===== src/rtl/adc_sleep_pkg.sv =====
package adc_sleep_pkg;

    typedef enum logic [1:0] {
        SEQ_IDLE = 2'd0,
        SEQ_WAIT = 2'd1,
        SEQ_CONV = 2'd2
    } seq_state_e;

    typedef struct packed {
        logic [1:0] clk_sel;
        logic [2:0] chan;
        logic       go;
        logic       rsvd;
        logic       en;
    } ctrl_reg_t;

    localparam logic [1:0] CLK_SEL_RC = 2'b11;
    localparam logic [3:0] TRIG_MODE  = 4'b1011;

    function automatic logic is_rc(input logic [1:0] sel);
        return sel == CLK_SEL_RC;
    endfunction

endpackage


===== src/rtl/adc_conv_tick.sv =====
module adc_conv_tick
    import adc_sleep_pkg::*;
#(
    parameter int DIV0 = 2,
    parameter int DIV1 = 4,
    parameter int DIV2 = 8
) (
    input  logic       clk,
    input  logic       rst,
    input  logic [1:0] clk_sel,
    input  logic       run,
    input  logic       rc_tick,
    output logic       tick
);
    localparam int DIV01  = (DIV0 > DIV1) ? DIV0 : DIV1;
    localparam int DIVMAX = (DIV01 > DIV2) ? DIV01 : DIV2;
    localparam int CW     = (DIVMAX > 2) ? $clog2(DIVMAX) : 1;

    logic [CW-1:0] cnt_q;
    logic [CW-1:0] lim;

    always_comb begin
        case (clk_sel)
            2'b00:   lim = CW'(DIV0 - 1);
            2'b01:   lim = CW'(DIV1 - 1);
            default: lim = CW'(DIV2 - 1);
        endcase
        tick = is_rc(clk_sel) ? rc_tick : (cnt_q == lim);
    end

    always_ff @(posedge clk) begin
        if (rst || !run || is_rc(clk_sel) || tick)
            cnt_q <= '0;
        else
            cnt_q <= cnt_q + 1'b1;
    end
endmodule


===== src/rtl/adc_sar_seq.sv =====
module adc_sar_seq
    import adc_sleep_pkg::*;
#(
    parameter int RES_W = 8
) (
    input  logic             clk,
    input  logic             rst,
    input  logic             go,
    input  logic             rc_sel,
    input  logic             tick,
    input  logic             cmp_in,
    input  logic             sleep_req,
    input  logic             wake_hold,
    output logic             conv_run,
    output logic             done_p,
    output logic             abort_p,
    output logic [RES_W-1:0] conv_val,
    output logic [RES_W-1:0] dac_code,
    output logic             pwr_down
);
    localparam int IDX_W = (RES_W > 2) ? $clog2(RES_W) : 1;
    localparam logic [RES_W-1:0] TRIAL_INIT = RES_W'(1) << (RES_W - 1);
    localparam logic [IDX_W-1:0] IDX_INIT   = IDX_W'(RES_W - 1);

    seq_state_e       state_q, state_d;
    logic [RES_W-1:0] trial_q, trial_d;
    logic [IDX_W-1:0] idx_q, idx_d;
    logic             off_q, off_d;

    always_comb begin
        state_d = state_q;
        trial_d = trial_q;
        idx_d   = idx_q;

        abort_p = sleep_req && !rc_sel && (state_q != SEQ_IDLE || go);
        done_p  = (state_q == SEQ_CONV) && go && tick && (idx_q == '0) && !abort_p;

        conv_val        = trial_q;
        conv_val[idx_q] = cmp_in;

        off_d = sleep_req &&
                (off_q || !rc_sel || (state_q == SEQ_IDLE && !go && !wake_hold));

        if (abort_p) begin
            state_d = SEQ_IDLE;
        end else begin
            case (state_q)
                SEQ_IDLE: if (go) begin
                    state_d = rc_sel ? SEQ_WAIT : SEQ_CONV;
                    trial_d = TRIAL_INIT;
                    idx_d   = IDX_INIT;
                end
                SEQ_WAIT: begin
                    state_d = go ? SEQ_CONV : SEQ_IDLE;
                    trial_d = TRIAL_INIT;
                    idx_d   = IDX_INIT;
                end
                SEQ_CONV: begin
                    if (!go) begin
                        state_d = SEQ_IDLE;
                    end else if (tick) begin
                        trial_d = conv_val;
                        if (idx_q == '0) begin
                            state_d = SEQ_IDLE;
                        end else begin
                            idx_d          = idx_q - 1'b1;
                            trial_d[idx_d] = 1'b1;
                        end
                    end
                end
                default: state_d = SEQ_IDLE;
            endcase
        end
    end

    always_ff @(posedge clk) begin
        if (rst) begin
            state_q <= SEQ_IDLE;
            trial_q <= '0;
            idx_q   <= '0;
            off_q   <= 1'b0;
        end else begin
            state_q <= state_d;
            trial_q <= trial_d;
            idx_q   <= idx_d;
            off_q   <= off_d;
        end
    end

    assign conv_run = (state_q == SEQ_CONV);
    assign dac_code = trial_q;
    assign pwr_down = off_q;
endmodule


===== src/rtl/adc_ctrl_regs.sv =====
module adc_ctrl_regs
    import adc_sleep_pkg::*;
#(
    parameter int RES_W = 8
) (
    input  logic             clk,
    input  logic             rst,
    input  logic             wr_ctrl,
    input  logic             wr_ie,
    input  logic             wr_flag,
    input  logic [7:0]       wdata,
    input  logic             trig,
    input  logic             done_p,
    input  logic             abort_p,
    input  logic [RES_W-1:0] conv_val,
    output ctrl_reg_t        ctrl_q,
    output logic             ie_q,
    output logic             flag_q,
    output logic [RES_W-1:0] result_q
);
    ctrl_reg_t ctrl_d;
    ctrl_reg_t wr_view;

    always_comb begin
        wr_view = ctrl_reg_t'(wdata);
        ctrl_d  = ctrl_q;
        if (wr_ctrl) begin
            ctrl_d.clk_sel = wr_view.clk_sel;
            ctrl_d.chan    = wr_view.chan;
            ctrl_d.en      = wr_view.en;
            ctrl_d.go      = wr_view.go && wr_view.en;
        end
        if (done_p || abort_p) ctrl_d.go = 1'b0;
        if (trig && ctrl_d.en) ctrl_d.go = 1'b1;
        ctrl_d.rsvd = 1'b0;
    end

    always_ff @(posedge clk) begin
        if (rst) begin
            ctrl_q <= '0;
            ie_q   <= 1'b0;
            flag_q <= 1'b0;
        end else begin
            ctrl_q <= ctrl_d;
            if (wr_ie) ie_q <= wdata[0];
            if (done_p)       flag_q <= 1'b1;
            else if (wr_flag) flag_q <= wdata[0];
        end
    end

    always_ff @(posedge clk) begin
        if (done_p) result_q <= conv_val;
    end
endmodule


===== src/rtl/adc_sleep_ctl.sv =====
module adc_sleep_ctl
    import adc_sleep_pkg::*;
#(
    parameter int RES_W = 8,
    parameter int DIV0  = 2,
    parameter int DIV1  = 4,
    parameter int DIV2  = 8
) (
    input  logic             clk,
    input  logic             rst,
    input  logic             wr_ctrl,
    input  logic             wr_ie,
    input  logic             wr_flag,
    input  logic [7:0]       wdata,
    output logic [7:0]       ctrl_q,
    output logic             ie_q,
    output logic             flag_q,
    output logic [RES_W-1:0] result_q,
    output logic [RES_W-1:0] dac_code,
    input  logic             cmp_in,
    input  logic             rc_tick,
    input  logic             sleep_req,
    input  logic [3:0]       ccp_mode,
    input  logic             cmp_match,
    output logic             tmr_clr,
    output logic             wake_req,
    output logic             pwr_down
);
    ctrl_reg_t        ctrl_r;
    logic             trig;
    logic             tick;
    logic             conv_run;
    logic             done_p;
    logic             abort_p;
    logic [RES_W-1:0] conv_val;

    assign trig = (ccp_mode == TRIG_MODE) && cmp_match;

    adc_ctrl_regs #(.RES_W(RES_W)) u_regs (
        .clk      (clk),
        .rst      (rst),
        .wr_ctrl  (wr_ctrl),
        .wr_ie    (wr_ie),
        .wr_flag  (wr_flag),
        .wdata    (wdata),
        .trig     (trig),
        .done_p   (done_p),
        .abort_p  (abort_p),
        .conv_val (conv_val),
        .ctrl_q   (ctrl_r),
        .ie_q     (ie_q),
        .flag_q   (flag_q),
        .result_q (result_q)
    );

    adc_conv_tick #(.DIV0(DIV0), .DIV1(DIV1), .DIV2(DIV2)) u_tick (
        .clk     (clk),
        .rst     (rst),
        .clk_sel (ctrl_r.clk_sel),
        .run     (conv_run),
        .rc_tick (rc_tick),
        .tick    (tick)
    );

    adc_sar_seq #(.RES_W(RES_W)) u_seq (
        .clk       (clk),
        .rst       (rst),
        .go        (ctrl_r.go),
        .rc_sel    (is_rc(ctrl_r.clk_sel)),
        .tick      (tick),
        .cmp_in    (cmp_in),
        .sleep_req (sleep_req),
        .wake_hold (flag_q && ie_q),
        .conv_run  (conv_run),
        .done_p    (done_p),
        .abort_p   (abort_p),
        .conv_val  (conv_val),
        .dac_code  (dac_code),
        .pwr_down  (pwr_down)
    );

    always_ff @(posedge clk) begin
        if (rst) tmr_clr <= 1'b0;
        else     tmr_clr <= trig;
    end

    assign ctrl_q   = ctrl_r;
    assign wake_req = sleep_req && flag_q && ie_q;
endmodule


===== config.mk =====
export PLATFORM = sky130hd
export DESIGN_NAME = adc_sleep_ctl
export DESIGN_NICKNAME = d
export VERILOG_FILES = /design/src/rtl/adc_sleep_pkg.sv /design/src/rtl/adc_conv_tick.sv /design/src/rtl/adc_sar_seq.sv /design/src/rtl/adc_ctrl_regs.sv /design/src/rtl/adc_sleep_ctl.sv
export SDC_FILE = /design/constraint.sdc
export NUM_CORES = 1
export LEC_CHECK = 0
export CAP_MARGIN = 20
export CORE_ASPECT_RATIO = 1.5
export CORE_MARGIN = 5
export CORE_UTILIZATION = 45
export DETAILED_ROUTE_END_ITERATION = 8
export DONT_BUFFER_PORTS = 1
export PLACE_DENSITY = 0.6
export SLEW_MARGIN = 40
export SYNTH_ARGS = -nofsm -noshare
export SYNTH_HDL_FRONTEND = slang
export SYNTH_SLANG_ARGS = --single-unit

===== constraint.sdc =====
create_clock -name clk -period 2.8 [get_ports clk]
set_input_delay 0.56 -clock clk [delete_from_list [all_inputs] [get_ports clk]]
set_output_delay 0.56 -clock clk [all_outputs]
set_load 0.01 [all_outputs]

## After elaboration in Yosys (flattened, before gate mapping)

Cells that the tools add are included.

| cells by class | value |
|---|---|
| $lt $le $gt $ge | 4 |
| add/sub/neg operators | 2 |
| mux-type cells | 30 |
| reduce and logical (&&, ||, !) cells | 40 |
| bitwise operators | 2 |
| equality and inequality tests | 12 |

Operators with widths:

| kind | number |
|---|---|
| 2-to-1 mux 8 bit | 4 |
| one-hot mux 8 bit (3 select lines) | 1 |
| logical AND 1 bit | 17 |
| 2-to-1 mux 2 bit | 6 |
| 2-to-1 mux 3 bit | 4 |
| one-hot mux 3 bit (3 select lines) | 1 |
| bitwise mux 8 bit | 1 |
| less-than comparator 3 x 4 -> 1 bit, second input constant | 2 |
| 2-to-1 mux 1 bit | 8 |
| OR 8 bit | 1 |
| logical OR 1 bit | 7 |
| demux 1 bit (select 3 bit) | 2 |
| >= comparator 3 x 1 -> 1 bit, second input constant | 2 |
| 2-to-1 mux 6 bit | 1 |
| inequality test 2 bit, second input constant | 3 |
| inequality test 3 x 2 -> 1 bit, second input constant | 2 |
| one-hot mux 2 bit (3 select lines) | 1 |
| one-hot mux 3 bit (2 select lines) | 1 |
| AND reduction 6 bit | 1 |
| nonzero test 3 bit | 2 |
| zero test 1 bit | 5 |
| AND reduction 5 bit | 1 |
| == test 2 x 1 -> 1 bit, second input constant | 2 |
| == test 2 bit, second input constant | 2 |
| other kinds (11) | 13 |

| word-level totals | value |
|---|---|
| register bits | 35 |
| output and inout bits | 29 |
| input port bits | 21 |

## Longest topological paths before layout

| depth | value |
|---|---|
| depth after elaboration | 10 |
| mapped depth | 8 |
| depth with buffers taken out | 6 |

## Modules after synthesis

From an unflattened synthesis, not the netlist that was laid out.

| second synthesis, totals | value |
|---|---|
| cells, all modules | 158 |
| area, all modules | 1,741.7 µm² |

By module, submodules not included:

| module | cells an instance | area an instance (µm²) | sequential area each (µm²) | times used |
|---|---|---|---|---|
| adc_sar_seq | 93 | 915.9 | 280.3 | 1 |
| adc_ctrl_regs | 43 | 591.8 | 420.4 | 1 |
| adc_conv_tick | 15 | 162.7 | 60.1 | 1 |
| adc_sleep_ctl | 7 | 71.3 | 20.0 | 1 |

## Worst setup path after synthesis

No wires, ideal clock.

| path | value |
|---|---|
| path kind | reg-to-reg |
| from | reg u_seq.idx_q[0] |
| to | reg u_regs.result_q[0], enable pin |
| cell stages (with the launch flop) | 8 |
| setup slack | 504 ps |
| setup time | 373 ps |
| arrival time | 1,922 ps |
| path through | dfxtp_1 -> clkbuf_1 -> inv_1 -> ha_1 -> nand2b_1 -> buf_4 -> a2111oi_2 -> nor2b_1 |

| on the way | value |
|---|---|
| cells in the longest elaborated chain, start to end | 3 |

Ends and longest elaborated chain:

| what | RTL line | source |
|---|---|---|
| start: declaration | adc_sar_seq.sv:27 | `logic [IDX_W-1:0] idx_q, idx_d;` |
| start signal: assignment | adc_sar_seq.sv:85 | `idx_q <= idx_d;` |
| zero test 3 bit | adc_sar_seq.sv:36 | `done_p = (state_q == SEQ_CONV) && go && tick && (idx_q == '0) && !abort_p;` |
| logical AND 1 bit (2 in series) | adc_sar_seq.sv:36 |  |
| named net done_p | adc_sleep_ctl.sv:33 | `logic done_p;` |
| end signal: assignment | adc_ctrl_regs.sv:52 | `if (done_p) result_q <= conv_val;` |
| end: declaration | adc_ctrl_regs.sv:19 | `output logic [RES_W-1:0] result_q` |

The timed path passes the listed nets, and every way through them passes these cells.
A chain may end at the register's enable or synchronous reset.

## Worst setup path after layout

| path | value |
|---|---|
| from | reg u_regs.ctrl_q[7] (netlist name) |
| to | reg u_regs.result_q[2], enable pin |

| on the way | value |
|---|---|
| cells in the longest elaborated chain, start to end | 7 |

Ends and longest elaborated chain:

| what | RTL line | source |
|---|---|---|
| == test 2 x 1 -> 1 bit / zero test 2 bit (equally long branches) | adc_conv_tick.sv:23 | `case (clk_sel)` |
| one-hot mux 3 bit (2 select lines) | adc_conv_tick.sv:23 |  |
| == test 3 bit | adc_conv_tick.sv:28 | `tick = is_rc(clk_sel) ? rc_tick : (cnt_q == lim);` |
| 2-to-1 mux 1 bit | adc_conv_tick.sv:28 |  |
| logical AND 1 bit (2 in series) | adc_sar_seq.sv:36 |  |
| logical AND 1 bit (*) | adc_sar_seq.sv:36 |  |
| named net done_p | adc_sleep_ctl.sv:33 |  |

Mark *: on every way through the listed nets, which the timed path passes. The rest lies on a longest branch.

==> results.ini <==
[run_status]
outcome=finished clean

[clocking]
clkLatencyLatePin_ns=0.29
cts-root-buf=clkbuf_8
numCtsBuffers=5
htreeDepth=2
hold_buffers=0
cts_tree=built
cts.path.max_buffers=2
postCtsSetupBuffers=0
cts.reportedPaths.clkPinSlew_ns=0.07
cts_resized=0
cts.sink_count=35

[yosys]
netlist_instances=193
synth_top_area_share=0.285
synth_flop_cell=dfxtp_1
netlist_top_cells_count=27 x dfxtp_1, 14 x nor2_1
yosys_warnings=0
synth-simple-area-share=0.209
synth_cell_types=59
synthAdderAreaFrac=0.0198
synth_compound_area_frac=0.199
synth_nets=217
synth_seq_cells=35
synth_mux_area_frac=0.0898
post_synth_main_area_contributors=dfxtp_1 29%, edfxtp_1 13%, mux2i_1 4.2%
synth_top_family_by_area=simple AND/OR/NAND/NOR gates
synth_xor_area_frac=0.0139
syn_area_sq_um=1890
synth.most_common_cell=dfxtp_1
ys_seq_area_frac=0.412
synth_edf_count=8
async_flop_share=0
yosysTopAreaCell=dfxtp_1
avgSynthCellArea_sq_um=9.82

[die]
dieArea_sq_um=5630
coreArea_sq_um=4170
die_h_microns=89.5
rows=29
start_util=0.454
chipWidth_microns=63.0
pin_count=50

[pwr]
p_leak_nw=0.765
ir_drop_v=0.000411
p_per_area_nw_per_um2=564

[sta]
post-route-period-util=0.823
drv_slew=0
worstMarginPinSlew_ns=0.576
fin_crit_ns=2.30
fin_ws_ns=0.495
skew_ns=0.00822
finalSetupViolCount=0
max_freq_mhz=434
finalSetupTns_ns=0
slew-limit-headroom=0.616
hold_violations=0
rsz0062_at_grt=no

[place]
dpl.hpwl_microns=3330
gp_congestion=0.853
place_ws_ns=0.507
port_buffers=0

[critical_path]
regToRegSetupSlack_ns=0.50
cp_slowest_cell=dfxtp_1
crit_type=flip-flop to flip-flop
worstSetupStartpoint=u_regs.ctrl_q[7]
r2r-end=u_regs.result_q[2]
crit_path_cell_trace=and3_1, o21ai_2, a2111oi_2, nor2b_1, buf_4
cp-start-kind=flip-flop
end_kind=flip-flop
critPathBufInv=1
cpPeakStageDelay_ns=0.64
path_delay_family=compound AO/OA/AOI/OAI gates
arrival_ns=2.30
crit_fanout=14
cp-endpoint=u_regs.result_q[2]
r2r-start=u_regs.ctrl_q[7]
crit_cells=5
ff2ff_path_depth=5
crit_required_ns=2.79

[drt]
drtIter0Drc=99
antenna_left=0
vias_per_cell=6.20
routed_wl_microns=4400
drc=0
num_vias=1464
dr.pass1.iters=4
wl_per_cell_microns=18.7

[cells_and_area]
nets=213
syn_to_final_growth_pct=5.68
drive_gt1_frac=0.137
diodes=0
nFillCells=400

[run]
maxCapViolations=0

[worst_hold_path]
hold_depth=1
hold_class=primary input to flip-flop

[global_route]
antenna_found_initial=0
track_usage=0.158
grt_pass1_wl_microns=7010
first_global_vias=1467
grt.overflow.total=0
grt_max_degree=20

## worst reg2reg max path: stages (launching register included)
cell and delay, ns:
dfxtp_1 0.64, and3_1 0.30, o21ai_2 0.14, a2111oi_2 0.53, nor2b_1 0.21, buf_4 0.19
## power breakdown
group / total [mW] / switching (mW) / internal, mW
Clock: 0.443 / 0.183 / 0.261
Combinational: 0.122 / 0.0661 / 0.0563
Sequential: 0.563 / 0.0345 / 0.529
## through the flow
stage               area, sq um  total power [mW]  cells   util  hold WS [ns]
floorplan                  1890             0.677    193      -         0.462
global placement           1890             0.694    228  0.454         0.505
detailed placement         1890             0.695    228  0.454         0.518
CTS                        2000              1.14    236  0.480         0.324
global route               2000              1.18    236  0.480         0.319
finish                     2000              1.13    236  0.480         0.332
## final cells by class
type	instances	area (sq um)	share of cell area
Multi-Input combinational cell	137	1010	0.505
Sequential cell	35	781	0.390
Clock buffer	5	68.8	0.0344
Tap cell	46	57.6	0.0287
Clock inverter	3	38.8	0.0194
Inverter	8	30.0	0.0150
Timing Repair Buffer	2	15.0	0.00750
## worst min path at each step
stage	endpoint	from	slack, ns
3_5_place_dp	u_seq.state_q[1]	u_seq.state_q[1]	0.52
2_1_floorplan	u_seq.state_q[1]	u_regs.ctrl_q[2]	0.46
5_1_grt	u_regs.ie_q	rst	0.32
3_3_place_gp	u_seq.state_q[1]	u_seq.state_q[1]	0.51
4_1_cts	u_regs.ie_q	rst	0.32
6_report	u_regs.ie_q	rst	0.33
## sequential cells by signal, summed over array words and instances (netlist names)
name / flops
u_tick.cnt_q: 3
u_seq.idx_q: 3
tmr_clr: 1
u_seq.state_q: 2
u_regs.result_q: 8
u_regs.ie_q: 1
u_regs.ctrl_q: 7
u_seq.dac_code: 8
u_regs.flag_q: 1
u_seq.pwr_down: 1
## per-layer routing
layer | global-route usage | up-vias | wire (microns)
met4 | 0.0463 | 0 | 55
met1 | 0.161 | 700 | 1760
met3 | 0.0503 | 7 | 208
met5 | 0 | - | 0
li1 | - | 717 | -
met2 | 0.306 | 40 | 2380
## cell usage in the layout, fill, tap and decap left out, types with 3 or more instances in the layout
master	synthesis	final
or3_1	3	3
nand3b_1	3	3
mux2_2	7	7
nand4_1	3	3
nand2_1	8	8
dfxtp_1	27	27
inv_1	8	8
nand2b_1	3	3
nor4_1	4	4
a22o_1	7	7
o21ai_0	5	5
edfxtp_1	8	8
a21oi_1	5	5
mux2i_1	8	8
nand3_1	5	5
nor2_1	14	14
nor3_1	5	5
ha_1	3	3
clkbuf_8	0	5
nor3b_1	3	3
nor2b_1	5	5
## cell families after synthesis
| logic type | after synthesis |
|---|---|
| fa+ha+maj | 3 |
| xor+xnor | 3 |
| flops | 35 |
| simple gates | 68 |
| compound gates | 46 |
| other cells | 1 |
| mux | 16 |
| buf+inv | 21 |
Note: power is estimated with default switching activity, not from simulation.
